$ cat config.mk
export PLATFORM = sky130hd
export DESIGN_NAME = sum_product_pipe
export DESIGN_NICKNAME = d
export VERILOG_FILES = /design/src/rtl/sp_pkg.sv /design/src/rtl/sp_capture_stage.sv /design/src/rtl/sp_sum_stage.sv /design/src/rtl/sp_mul_stage.sv /design/src/rtl/sum_product_pipe.sv
export SDC_FILE = /design/constraint.sdc
export NUM_CORES = 1
export LEC_CHECK = 0
export CORE_MARGIN = 1.5
export CORE_UTILIZATION = 59
export CTS_BUF_LIST = sky130_fd_sc_hd__clkbuf_8
export DETAILED_ROUTE_END_ITERATION = 10
export GPL_TIMING_DRIVEN = 0
export PLACE_DENSITY = 0.8
export SLEW_MARGIN = 30
export SYNTH_ARGS = -nofsm -noshare
export SYNTH_HDL_FRONTEND = slang
export SYNTH_SLANG_ARGS = --single-unit
export TNS_END_PERCENT = 5
$ cat constraint.sdc
create_clock -name clk -period 5.8 [get_ports clk]
set_clock_uncertainty 0.1 [all_clocks]
set_input_delay 1.16 -clock clk [delete_from_list [all_inputs] [get_ports clk]]
set_output_delay 1.16 -clock clk [all_outputs]
set_load 0.005 [all_outputs]
$ cat src/rtl/sp_pkg.sv
package sp_pkg;

  localparam int SP_OPERANDS = 4;
  localparam int SP_PAIRS    = SP_OPERANDS / 2;

  // A sum of two w-bit signed values needs one more bit.
  function automatic int sp_sum_width(input int w);
    return w + 1;
  endfunction

  // Product of two sums, each w+1 bits wide.
  function automatic int sp_prod_width(input int w);
    return 2 * (w + 1);
  endfunction

endpackage

$ cat src/rtl/sp_capture_stage.sv
module sp_capture_stage #(
  parameter int W = 8,
  parameter int N = 4
) (
  input  logic                 clk,
  input  logic                 rst,
  input  logic                 valid_i,
  input  logic [N-1:0][W-1:0]  opnd_i,
  output logic                 valid_q,
  output logic [N-1:0][W-1:0]  opnd_q
);

  always_ff @(posedge clk) begin
    if (rst) valid_q <= 1'b0;
    else     valid_q <= valid_i;
  end

  for (genvar i = 0; i < N; i++) begin : g_opnd
    always_ff @(posedge clk) begin
      opnd_q[i] <= opnd_i[i];
    end
  end

endmodule

$ cat src/rtl/sp_sum_stage.sv
module sp_sum_stage #(
  parameter int W = 8,
  parameter int P = 2
) (
  input  logic                   clk,
  input  logic                   rst,
  input  logic                   valid_i,
  input  logic [2*P-1:0][W-1:0]  opnd_i,
  output logic                   valid_q,
  output logic [P-1:0][W:0]      sum_q
);

  function automatic logic [W:0] add_ext(input logic [W-1:0] x, input logic [W-1:0] y);
    return {x[W-1], x} + {y[W-1], y};
  endfunction

  always_ff @(posedge clk) begin
    if (rst) valid_q <= 1'b0;
    else     valid_q <= valid_i;
  end

  for (genvar p = 0; p < P; p++) begin : g_pair
    always_ff @(posedge clk) begin
      sum_q[p] <= add_ext(opnd_i[2*p], opnd_i[2*p+1]);
    end
  end

endmodule

$ cat src/rtl/sp_mul_stage.sv
module sp_mul_stage #(
  parameter int SW = 9
) (
  input  logic            clk,
  input  logic            rst,
  input  logic            valid_i,
  input  logic [SW-1:0]   lhs_i,
  input  logic [SW-1:0]   rhs_i,
  output logic            valid_q,
  output logic [2*SW-1:0] prod_q
);

  function automatic logic [2*SW-1:0] mul_ext(input logic [SW-1:0] x, input logic [SW-1:0] y);
    logic signed [2*SW-1:0] xe;
    logic signed [2*SW-1:0] ye;
    xe = {{SW{x[SW-1]}}, x};
    ye = {{SW{y[SW-1]}}, y};
    return xe * ye;
  endfunction

  always_ff @(posedge clk) begin
    if (rst) valid_q <= 1'b0;
    else     valid_q <= valid_i;
  end

  always_ff @(posedge clk) begin
    prod_q <= mul_ext(lhs_i, rhs_i);
  end

endmodule

$ cat src/rtl/sum_product_pipe.sv
module sum_product_pipe
  import sp_pkg::*;
#(
  parameter int OPW = 8
) (
  input  logic                                clk,
  input  logic                                rst,
  input  logic                                in_valid,
  input  logic signed [OPW-1:0]               in_a,
  input  logic signed [OPW-1:0]               in_b,
  input  logic signed [OPW-1:0]               in_c,
  input  logic signed [OPW-1:0]               in_d,
  output logic                                out_valid,
  output logic signed [sp_prod_width(OPW)-1:0] out_prod
);

  localparam int SUMW  = sp_sum_width(OPW);
  localparam int PRODW = sp_prod_width(OPW);

  // Operand order: index 0 = A, 1 = B, 2 = C, 3 = D; pairs (0,1) and (2,3).
  logic [SP_OPERANDS-1:0][OPW-1:0] opnd_in;
  logic [SP_OPERANDS-1:0][OPW-1:0] seg1_opnd;
  logic                            seg1_valid;
  logic [SP_PAIRS-1:0][SUMW-1:0]   seg2_sum;
  logic                            seg2_valid;
  logic [SUMW-1:0]                 seg2_sum_ab;
  logic [SUMW-1:0]                 seg2_sum_cd;
  logic [PRODW-1:0]                prod_raw;

  assign opnd_in[0] = in_a;
  assign opnd_in[1] = in_b;
  assign opnd_in[2] = in_c;
  assign opnd_in[3] = in_d;

  sp_capture_stage #(.W(OPW), .N(SP_OPERANDS)) u_seg1 (
    .clk     (clk),
    .rst     (rst),
    .valid_i (in_valid),
    .opnd_i  (opnd_in),
    .valid_q (seg1_valid),
    .opnd_q  (seg1_opnd)
  );

  sp_sum_stage #(.W(OPW), .P(SP_PAIRS)) u_seg2 (
    .clk     (clk),
    .rst     (rst),
    .valid_i (seg1_valid),
    .opnd_i  (seg1_opnd),
    .valid_q (seg2_valid),
    .sum_q   (seg2_sum)
  );

  assign seg2_sum_ab = seg2_sum[0];
  assign seg2_sum_cd = seg2_sum[1];

  sp_mul_stage #(.SW(SUMW)) u_seg3 (
    .clk     (clk),
    .rst     (rst),
    .valid_i (seg2_valid),
    .lhs_i   (seg2_sum_ab),
    .rhs_i   (seg2_sum_cd),
    .valid_q (out_valid),
    .prod_q  (prod_raw)
  );

  assign out_prod = prod_raw;

endmodule

# Word-level counts from Yosys, hierarchy flattened
# Cells that the tools add are included.
[totals]
reg_bits = 71
word_cells = 13
[op_classes]
add_sub_neg = 2
mul = 1
[ops]
columns = ["operator", "n"]
rows = [
  ["$add A8 B8 Y9", 2],
  ["$mul A9 B9 Y18", 1],
]

# Depth between registers and ports, before layout
[logic_depth]
ltp_word = 1
depth_mapped = 19
depth_no_buf = 18

# Hierarchy
# From an unflattened synthesis, not the netlist that was laid out.
[unflattened]
cells_unflattened = 481
hier_area_um2 = 5123.7
[by_module_without_submodules]
columns = ["module", "area_per_inst_um2", "cells_each", "n_inst"]
rows = [
  ["sp_mul_stage", 3424.5, 347, 1],
  ["sp_sum_stage", 1024.7, 100, 1],
  ["sp_capture_stage", 674.4, 34, 1],
]

# Worst setup path before layout
# No wires, ideal clock.
[synth_path]
path_type = "flip-flop to flip-flop"
start = "reg u_seg2.sum_q[10] (netlist name)"
end = "reg u_seg3.prod_q[17]"
n_path_buf = 1
setup_slack_ns = 1.104
setup_time_ns = 0.121
stages_incl_launch_ff = 17
arrival_time_ns = 4.475
path_cell_list = "dfxtp_1 clkbuf_1 nand2_1 fa_1 inv_1 fa_1 fa_1 inv_1 fa_1 inv_1 ha_1 ha_1 a2111oi_0 a21oi_1 nand3_1 a31oi_1 xnor2_1"
[synth_via]
elab_chain_len = 1
[synth_rtl]
columns = ["item", "line_no", "source"]
rows = [
  ["start, declared", "sp_sum_stage.sv:10", "output logic [P-1:0][W:0] sum_q"],
  ["start signal, assigned by index", "sp_sum_stage.sv:24", "sum_q[p] <= add_ext(opnd_i[2*p], opnd_i[2*p+1]);"],
  ["$mul A9 B9 Y18", "sp_mul_stage.sv:18", "return xe * ye;"],
  ["end signal, assigned", "sp_mul_stage.sv:27", "prod_q <= mul_ext(lhs_i, rhs_i);"],
  ["end, declared", "sp_mul_stage.sv:10", "output logic [2*SW-1:0] prod_q"],
]
# No other way between the ends.
# A chain may end at the register's enable or synchronous reset.

# Worst setup path after layout
[layout_path]
start = "reg u_seg2.sum_q[9] (netlist name)"
end = "reg u_seg3.prod_q[17]"
# The elaborated chain is that of the path after synthesis.

==> impl_metrics.tcl <==
set metrics [dict create \
    cts_tree "done" \
    yosysUniqueCellTypes 31 \
    grt.overflow.total 0 \
    outcome "complete, no violations" \
    drt_pass1_iterations 4 \
    final_nets 722 \
    post-cts-setup-buffers 0 \
    rows 33 \
    num_vias 3367 \
    criticalPathCategory "flop to flop" \
    area_growth_pct 17.05 \
    numCtsBuffers 9 \
    core_sq_um 8258 \
    ys_seq_area_share_pct 28.04 \
    grt_pass1_wl_um 14870 \
    cp-end-kind "flop" \
    clock-sinks 71 \
    worst_pin_slew_ns 0.4347 \
    critPathLaunchType "flop" \
    grt_max_degree 15 \
    drt-total-wl_um 8585 \
    finalHoldViolations 0 \
    holdPathStages 1 \
    synth_seq_cells 71 \
    cts_hold_buffers 0 \
    dieArea_sq_um 9158 \
    cp_data_arrival_time_ns 5.40 \
    initial_core_util_pct 61.39 \
    cts_max_path_buffers 2 \
    avgSynthCellArea_sq_um 10.20 \
    post-route-min-period_ns 5.254 \
    grt_usage_pct 21.40 \
    port_buffers 53 \
    syn_inst 497 \
    setup_ws_ns 0.5461 \
    drive_gt1_share_pct 3.887 \
    slew_headroom_pct 70.27 \
    worstPathRequired_ns 5.95 \
    reg2reg_depth 16 \
    path_clk_slew_ns 0.09 \
    place_ws_ns 0.5263 \
    yosys_warnings 0 \
    die_w_um 95.70 \
    vias_per_cell 5.018 \
    diodes 0 \
    final_antenna_net_count 0 \
    setup_tns_ns 0 \
    path_max_fanout 9 \
    period_share_pct 90.58 \
    grt_pass1_vias 3519 \
    htreeDepth 3 \
    fmax_mhz 190.3 \
    route.detailed.drc 0 \
    n_fill_cell 602 \
    hpwl_um 6971 \
    drv_cap 0 \
    die_h_um 95.70 \
    syn_area_sq_um 5070 \
    setup_viol 0 \
    ios 54 \
    gp_congestion 0.8728 \
    clk_latency_ns 0.34 \
    syn_nets 658 \
    rsz0062_at_grt "false" \
    wl_per_cell_um 12.79 \
    antenna_found_initial 0 \
    cts_root_buf "clkbuf_8" \
    hp-class "flop to flop" \
    maxSlewViolCount 0 \
    drt_iter0_markers 174 \
    cts_resized 0 \
]
==> layer usage <==
layer  track usage [%]  vias to the layer above  routed length [um]
met3             5.450                       13                 457
li1                  -                     1640                   -
met4             7.966                        0                 134
met5                 0                        -                   0
met2             37.44                       94                4404
met1             25.26                     1620                3588
==> logic make-up (layout without fill, tap and decap cells) <==
kind of cell               after synthesis  after routing  synth area share, %
xor gates and xnor gates                29             29                5.010
DFF                                     71             71                28.04
AOI/OAI and AO/OA                       45             45                6.120
and+or+nand+nor                        116            116                10.78
adders and majority gates              126            126                41.76
muxes                                    1              1               0.2221
buffers and inverters                  109            178                8.070
==> placed cells by master, fill, tap and decap left out, drive strengths merged, types with 5 or more instances in the layout <==
cell type / Yosys / layout
nand2b: 8 / 8
fa: 72 / 72
xor2: 5 / 5
nand2: 59 / 59
clkbuf: 13 / 22
nor2: 14 / 14
o21ai: 16 / 16
xnor2: 24 / 24
clkdlybuf4s50: 0 / 53
and2: 21 / 21
inv: 96 / 99
nor2b: 10 / 10
a21oi: 8 / 8
ha: 54 / 54
dfxtp: 71 / 71
==> flip-flops by register name, indices dropped and copies added, names as in the netlist <==
signal and flops:
u_seg1.opnd_q 32, u_seg1.valid_q 1, u_seg2.sum_q 18, u_seg2.valid_q 1, u_seg3.prod_q 18, u_seg3.valid_q 1
==> critical path, cell delays in order, from the launching register on <==
cell	delay, ns
dfxtp_1	0.33
clkbuf_1	0.33
nand2_1	0.24
fa_1	0.67
inv_1	0.16
fa_1	0.53
fa_1	0.49
inv_1	0.05
fa_1	0.52
inv_1	0.04
ha_1	0.29
ha_1	0.36
a2111oi_0	0.45
a21oi_1	0.19
nand3_1	0.15
a31oi_1	0.11
xnor2_1	0.14
==> cell type report <==
class                   count  area, sq um  share of cell area, %
plain buffers              13        48.80                 0.8223
clock buffers               9        123.9                  2.087
clock inverters             7        78.83                  1.328
inverters                  96        360.3                  6.072
multi-input cells         317         3239                  54.59
flip-flops and latches     71         1421                  23.95
well taps                 105        131.4                  2.214
repair buffers             53        530.5                  8.939
==> synth_stat cells <==
library cell / instances / area [sq um]
inv_1: 96 / 360.4
fa_1: 72 / 1441
dfxtp_1: 71 / 1421
nand2_1: 59 / 221.5
ha_1: 54 / 675.7
xnor2_1: 24 / 210.2
and2_1: 21 / 131.4
nor2_1: 14 / 52.55
clkbuf_1: 13 / 48.80
o21ai_0: 13 / 65.06
nor2b_1: 9 / 56.30
a21oi_1: 8 / 40.04
nand2b_1: 8 / 50.05
xor2_1: 5 / 43.79
a21o_1: 4 / 30.03
a21boi_0: 3 / 22.52
a31oi_1: 3 / 18.77
o21ai_1: 3 / 15.01
nor3_1: 2 / 10.01
o21a_1: 2 / 15.01
o31ai_1: 2 / 15.01
o41ai_2: 2 / 32.53
a2111oi_0: 1 / 8.760
a2111oi_2: 1 / 15.01
a41oi_2: 1 / 16.27
mux2_2: 1 / 11.26
nand3_1: 1 / 5.000
nor2b_4: 1 / 13.76
o21bai_1: 1 / 7.510
o2bb2ai_1: 1 / 8.760
or3_1: 1 / 6.260
==> worst paths after layout <==
path | slack [ns] | to | start
worst max-delay path | 0.55 | u_seg3.prod_q[17] | u_seg2.sum_q[9]
worst min-delay path | 0.34 | u_seg3.valid_q | u_seg2.valid_q
worst max register to register | 0.55 | u_seg3.prod_q[17] | u_seg2.sum_q[9]
worst min register to register | 0.34 | u_seg3.valid_q | u_seg2.valid_q
==> through the flow <==
stage | hold slack [ns] | cell area, sq um | utilization [%] | std cells
5_1_grt | 0.3585 | 5934 | 71.86 | 671
6_report | 0.3445 | 5934 | 71.86 | 671
2_1_floorplan | 0.3138 | 5070 | - | 497
3_5_place_dp | 0.3303 | 5732 | 69.41 | 655
3_3_place_gp | 0.3252 | 5732 | 69.41 | 655
4_1_cts | 0.3509 | 5934 | 71.86 | 671
Power is left out: the tool's default activity adds up to more than one toggle a clock period on the data nets, which glitch-free logic cannot reach.
